## config.mk

```make
export PLATFORM = sky130hd
export DESIGN_NAME = pulse_burst_mult
export DESIGN_NICKNAME = d
export VERILOG_FILES = /design/src/rtl/pbm_pkg.sv /design/src/rtl/pbm_edge_start.sv /design/src/rtl/pbm_tick_gen.sv /design/src/rtl/pbm_burst_ctrl.sv /design/src/rtl/pulse_burst_mult.sv
export SDC_FILE = /design/constraint.sdc
export NUM_CORES = 1
export LEC_CHECK = 0
export ABC_AREA = 1
export CORE_MARGIN = 10
export CORE_UTILIZATION = 60
export CTS_BUF_LIST = sky130_fd_sc_hd__clkbuf_2
export CTS_CLUSTER_DIAMETER = 150
export DETAILED_ROUTE_END_ITERATION = 8
export HOLD_SLACK_MARGIN = 0.1
export MAX_ROUTING_LAYER = met4
export PLACE_DENSITY = 0.94
export SYNTH_ARGS = -nofsm -noshare
export SYNTH_HDL_FRONTEND = slang
export SYNTH_SLANG_ARGS = --single-unit
```

## constraint.sdc

```tcl
create_clock -name clk -period 3.79 [get_ports clk]
set_clock_uncertainty 0.15 [all_clocks]
set_input_delay 0.5685 -clock clk [delete_from_list [all_inputs] [get_ports clk]]
set_output_delay 0.5685 -clock clk [all_outputs]
set_load 0.03 [all_outputs]
```

## src/rtl/pbm_pkg.sv

```systemverilog
package pbm_pkg;
  localparam int MAX_LOG = 3;
  localparam int CNT_W   = MAX_LOG + 1;

  typedef enum logic [1:0] {
    SEL_X2_ALT = 2'b00,
    SEL_X2     = 2'b01,
    SEL_X4     = 2'b10,
    SEL_X8     = 2'b11
  } factor_e;

  function automatic int unsigned term_bit(input factor_e s);
    case (s)
      SEL_X8:  term_bit = 3;
      SEL_X4:  term_bit = 2;
      default: term_bit = 1;
    endcase
  endfunction
endpackage

```

## src/rtl/pbm_edge_start.sv

```systemverilog
module pbm_edge_start (
  input  logic clk,
  input  logic rst,
  input  logic async_i,
  output logic start_o
);
  logic s1, s2, s3;

  always_ff @(posedge clk) begin
    if (rst) begin
      s1      <= 1'b0;
      s2      <= 1'b0;
      s3      <= 1'b0;
      start_o <= 1'b0;
    end else begin
      s1      <= async_i;
      s2      <= s1;
      s3      <= s2;
      start_o <= s2 & ~s3;
    end
  end

  // a start pulse never lasts longer than one cycle
  p_start_single_r1: assert property (@(posedge clk) disable iff (rst)
    start_o |=> !start_o);
endmodule

```

## src/rtl/pbm_tick_gen.sv

```systemverilog
module pbm_tick_gen #(
  parameter int DIV_W = 8
) (
  input  logic             clk,
  input  logic             rst,
  input  logic [DIV_W-1:0] div_i,
  output logic             tick_o
);
  logic [DIV_W-1:0] cnt;
  logic [DIV_W-1:0] lim;

  always_comb lim = (div_i < DIV_W'(2)) ? DIV_W'(1) : div_i - DIV_W'(1);

  always_ff @(posedge clk) begin
    if (rst) begin
      cnt    <= '0;
      tick_o <= 1'b0;
    end else if (cnt >= lim) begin
      cnt    <= '0;
      tick_o <= 1'b1;
    end else begin
      cnt    <= cnt + DIV_W'(1);
      tick_o <= 1'b0;
    end
  end

  // spacing never drops below two clocks, so ticks are never adjacent
  p_tick_gap_r5: assert property (@(posedge clk) disable iff (rst)
    tick_o |=> !tick_o);
endmodule

```

## src/rtl/pbm_burst_ctrl.sv

```systemverilog
module pbm_burst_ctrl
  import pbm_pkg::*;
(
  input  logic       clk,
  input  logic       rst,
  input  logic       start_i,
  input  logic       tick_i,
  input  factor_e    sel_i,
  output logic       pulse_o,
  output logic       busy_o,
  output logic       overrun_o
);
  logic [CNT_W-1:0] cnt;
  factor_e          sel_q;
  logic             open;

  always_comb open = ~cnt[term_bit(sel_q)];
  always_comb busy_o = open;

  always_ff @(posedge clk) begin
    if (rst) begin
      cnt       <= '1;
      sel_q     <= SEL_X2;
      pulse_o   <= 1'b0;
      overrun_o <= 1'b0;
    end else begin
      overrun_o <= start_i & open;
      pulse_o   <= tick_i & open & ~start_i;
      if (start_i) begin
        cnt   <= '0;
        sel_q <= sel_i;
      end else if (tick_i && open) begin
        cnt <= cnt + CNT_W'(1);
      end
    end
  end

  // a start always leaves the burst in progress
  p_start_opens_r6: assert property (@(posedge clk) disable iff (rst)
    start_i |=> busy_o);
  // an idle block with no start emits nothing next cycle
  p_idle_quiet_r6: assert property (@(posedge clk) disable iff (rst)
    (!busy_o && !start_i) |=> !pulse_o);
  // the captured factor holds for the whole burst
  p_sel_held_r8: assert property (@(posedge clk) disable iff (rst)
    (!start_i) |=> $stable(sel_q));
  // overrun only reports a start that hit an open burst
  p_overrun_cause_r7: assert property (@(posedge clk) disable iff (rst)
    overrun_o |-> $past(start_i));
endmodule

```

## src/rtl/pulse_burst_mult.sv

```systemverilog
module pulse_burst_mult
  import pbm_pkg::*;
#(
  parameter int DIV_W = 8
) (
  input  logic             clk,
  input  logic             rst,
  input  logic             pulse_in,
  input  logic [1:0]       factor_sel,
  input  logic [DIV_W-1:0] div_i,
  output logic             pulse_o,
  output logic             busy_o,
  output logic             overrun_o
);
  logic start, tick;

  pbm_edge_start u_edge (
    .clk     (clk),
    .rst     (rst),
    .async_i (pulse_in),
    .start_o (start)
  );

  pbm_tick_gen #(.DIV_W(DIV_W)) u_tick (
    .clk    (clk),
    .rst    (rst),
    .div_i  (div_i),
    .tick_o (tick)
  );

  pbm_burst_ctrl u_ctrl (
    .clk       (clk),
    .rst       (rst),
    .start_i   (start),
    .tick_i    (tick),
    .sel_i     (factor_e'(factor_sel)),
    .pulse_o   (pulse_o),
    .busy_o    (busy_o),
    .overrun_o (overrun_o)
  );

  // output pulses are one clock wide
  p_pulse_width_r4: assert property (@(posedge clk) disable iff (rst)
    pulse_o |=> !pulse_o);
  // first cycle after reset is quiet
  p_reset_quiet_r9: assert property (@(posedge clk)
    $fell(rst) |-> (!pulse_o && !overrun_o && !busy_o));
endmodule

```

==> flow_metrics.env <==
export IMPL_place_port_buffers=15
export IMPL_final_hold_violation_count=0
export IMPL_met3RoutedLength_um=74
export IMPL_worst_endpoint_required_ps=3920
export IMPL_worst_r2r_startpoint="u_tick.cnt[0]"
export IMPL_cts_sink_count=21
export IMPL_rsz0062_at_grt="false"
export IMPL_detail_route_wl_per_cell_um=11.6
export IMPL_power_switching_mw=0.107
export IMPL_floorplan_rows=15
export IMPL_multiInputGateArea_sq_um=627
export IMPL_antenna_found_initial=0
export IMPL_area_growth_from_synthesis_to_layout_pct=17.3
export IMPL_hold_worst_slack_ps=255
export IMPL_critical_path_startpoint_type="input pin"
export IMPL_post_synth_cell_area_avg_sq_um=7.25
export IMPL_synth_edf_count=0
export IMPL_die_area_sq_um=4040
export IMPL_timing_critical_path_arrival_ps=2700
export IMPL_stdcell_area_sq_um=1340
export IMPL_grt_pass1_vias=949
export IMPL_start_util_pct=64.5
export IMPL_whs_endpoint="u_edge.start_o"
export IMPL_yosys_warnings=0
export IMPL_min_period_ps=2570
export IMPL_wl_met1_um=1140
export IMPL_synth_top_cell_area_share_pct=36.9
export IMPL_gp_routability_congestion=0.818
export IMPL_crit_family="simple AND/OR/NAND/NOR gates"
export IMPL_track_usage_pct=12.6
export IMPL_finalWirelength_um=2320
export IMPL_p_leak_nw=0.662
export IMPL_cts_repair_resize_count=0
export IMPL_floorplan_die_height_um=63.6
export IMPL_drv_slew=0
export IMPL_max_vdd_ir_drop_v=0.000212
export IMPL_outcome="finished, final reports clean"
export IMPL_hp_start="u_edge.s3"
export IMPL_fin_tns_setup_ps=0
export IMPL_power_share_switching_pct=27.4
export IMPL_achievable_frequency_ghz=0.389
export IMPL_post_synth_top_count_cell="sky130_fd_sc_hd__nand2_1"
export IMPL_cts_tree="done"
export IMPL_power_density_nw_per_um2=293
export IMPL_timing_reg2reg_worst_path_depth=9
export IMPL_finish_net_count=200
export IMPL_worst_path_buf_inv=2
export IMPL_yosys_most_used_dff="sky130_fd_sc_hd__dfxtp_1"
export IMPL_global_route_overflow_total=0
export IMPL_element_type_at_the_critical_path_end="register"
export IMPL_postSynthNetCount=181
export IMPL_postSynthRegisterBits=21
export IMPL_asyncSetResetFlopFracSynth_pct=0
export IMPL_route_met2_wl_um=1050
export IMPL_synth_lib_cells_used_distinct=20
export IMPL_clock_latency_ps=330
export IMPL_synth_cells=157
export IMPL_synth_common_cells="30 x sky130_fd_sc_hd__nand2_1, 23 x sky130_fd_sc_hd__inv_1, 23 x sky130_fd_sc_hd__nor2_1"
export IMPL_cts_hold_buffers_added=0
export IMPL_ys_top_cells_by_area="sky130_fd_sc_hd__dfxtp_1 37%, sky130_fd_sc_hd__ha_1 12%, sky130_fd_sc_hd__nand2_1 9.9%"
export IMPL_design_power_total_mw=0.391
export IMPL_max_slew_worst_pin_slew_ps=320
export IMPL_reg2reg_setup_slack_ps=2160
export IMPL_clk_pin_slew_worst_paths_ps=190
export IMPL_ctsHtreeMaxLevel=1
export IMPL_route_top_layer_used="met4"
export IMPL_hold_class="reg -> reg"
export IMPL_power_frac_clock_pct=23.6
export IMPL_layout_drive_gt1_share_pct=4.57
export IMPL_ant_nets=0
export IMPL_first_pass_grt_wire_length_um=4100
export IMPL_path_cells="clkdlybuf4s50_1, inv_1, nand2_1, nor3_1, nand3_1, o21ai_0, ha_1, a21oi_1, o21a_1, nand3_1, nor2_1"
export IMPL_report_final_setup_viol=0
export IMPL_cap_viol_max_count=0
export IMPL_postCtsSetupBuffers=0
export IMPL_chipWidth_um=63.6
export IMPL_register_area_sq_um=420
export IMPL_path_common_cell="sky130_fd_sc_hd__nand3_1"
export IMPL_clock_root_buffer="sky130_fd_sc_hd__clkbuf_2"
export IMPL_p_comb_share_pct=16.4
export IMPL_post_dp_cell_area_sq_um=1320
export IMPL_share_seq_of_total_power_pct=60.0
export IMPL_avgViaCountPerCell=5.07
export IMPL_fill_cells=149
export IMPL_yosysSeqAreaShare_pct=36.9
export IMPL_initialDrtViolationCount=49
export IMPL_post_synth_instance_area_sq_um=1140
export IMPL_critPathSlowestCell="sky130_fd_sc_hd__clkdlybuf4s50_1"
export IMPL_maximum_net_fanout_on_the_critical_path=8
export IMPL_hpwlAfterDp_um=1880
export IMPL_timing_hold_worst_path_depth=1
export IMPL_grt_start_max_net_pins=13
export IMPL_numCtsBuffers=3
export IMPL_layout_worst_path_cycle_share_pct=67.8
export IMPL_antenna_cells_inserted=0
export IMPL_synth_top_area_cell="sky130_fd_sc_hd__dfxtp_1"
export IMPL_drt_pass1_iter_count=4
export IMPL_ctsLongestPathBuffers=2
export IMPL_reg2reg_to="u_tick.cnt[7]"
export IMPL_slew_headroom_pct=78.6
export IMPL_io_pin_count=16
export IMPL_dr_total_vias=1013
export IMPL_timing_setup_critical_path_class="in -> reg"
export IMPL_drt_drc_violations_left=0
export IMPL_core_region_sq_um=1760
export IMPL_critical_path_max_stage_delay_ps=460
export IMPL_p_int_mw=0.284
-- cells in the final DEF, fill, tap and decap left out --
cell                               n
sky130_fd_sc_hd__a21oi_1           5
sky130_fd_sc_hd__clkbuf_2          3
sky130_fd_sc_hd__clkdlybuf4s50_1  15
sky130_fd_sc_hd__clkinv_2          1
sky130_fd_sc_hd__dfxtp_1          21
sky130_fd_sc_hd__ha_1             11
sky130_fd_sc_hd__inv_1            23
sky130_fd_sc_hd__nand2_1          30
sky130_fd_sc_hd__nand2_2           1
sky130_fd_sc_hd__nand2_4           1
sky130_fd_sc_hd__nand3_1          19
sky130_fd_sc_hd__nand4_1           2
sky130_fd_sc_hd__nor2_1           23
sky130_fd_sc_hd__nor2_2            1
sky130_fd_sc_hd__nor2_4            1
sky130_fd_sc_hd__nor3_1            3
sky130_fd_sc_hd__o21a_1            1
sky130_fd_sc_hd__o21ai_0           5
sky130_fd_sc_hd__o21bai_1          1
sky130_fd_sc_hd__or2_1             1
sky130_fd_sc_hd__xnor2_1           3
sky130_fd_sc_hd__xor2_1            4
-- worst max-delay path by stage --
| stage | startpoint | end | cells after the start |
|---|---|---|---|
| after floorplan | div_i[3] | u_tick.cnt[0] | 10 |
| after global routing | div_i[3] | u_tick.cnt[3] | 11 |
| after detailed placement | div_i[3] | u_tick.cnt[7] | 11 |
| after global placement | div_i[3] | u_tick.cnt[4] | 11 |
| after CTS | div_i[3] | u_tick.cnt[3] | 11 |
| final | div_i[3] | u_tick.cnt[7] | 11 |
-- power groups by stage --
| stage | registers [mW] | logic, mW | clock network [mW] |
|---|---|---|---|
| floorplan | 0.238 | 0.0414 | 0 |
| global placement | 0.239 | 0.0612 | 0 |
| detailed placement | 0.239 | 0.0642 | 0 |
| CTS | 0.235 | 0.0647 | 0.0949 |
| global route | 0.236 | 0.0749 | 0.102 |
| finish | 0.235 | 0.0640 | 0.0923 |
-- routing by layer --
metal / GRT usage [%] / vias to the layer above
li1: - / 539
met1: 14.6 / 454
met2: 19.7 / 15
met3: 3.53 / 5
met4: 5.74 / 0
met5: - / -
-- flip-flops by register name (all words and copies together), names as in the netlist --
name              flops
u_ctrl.cnt            4
u_ctrl.overrun_o      1
u_ctrl.pulse_o        1
u_ctrl.sel_q          2
u_edge.s1             1
u_edge.s2             1
u_edge.s3             1
u_edge.start_o        1
u_tick.cnt            8
u_tick.tick_o         1
-- per-stage QoR --
step / worst slack (ps) / cells / utilization [%]
6_report: 1220 / 200 / 75.7
3_5_place_dp: 915 / 196 / 74.5
5_1_grt: 1020 / 200 / 75.7
3_3_place_gp: 1020 / 196 / 74.5
2_1_floorplan: 1630 / 157 / -
4_1_cts: 1260 / 200 / 75.7
-- kinds of logic after synthesis --
kind of cell	Yosys count	share of synthesized area (%)
adders and majority gates	11	12.1
xor gates and xnor gates	7	5.38
buffers and inverters	24	8.02
AOI/OAI and AO/OA	12	5.71
and+or+nand+nor	82	31.9
DFF	21	36.9
-- cell type report --
class | count | share of cell area (%)
clock buffer | 3 | 1.12
timing repair buffer | 15 | 11.2
clock inverter | 1 | 0.375
multi-input combinational | 112 | 47.0
sequential | 21 | 31.5
tap | 25 | 2.34
inverter | 23 | 6.47
-- worst register-to-register path, delay by kind of cell (launching register included) --
kind,cells,cell delay (ps)
adders and majority gates,1,290
buffers and inverters,1,60
DFF,1,420
and+or+nand+nor,7,670
Note: power is estimated with default switching activity, not from simulation.
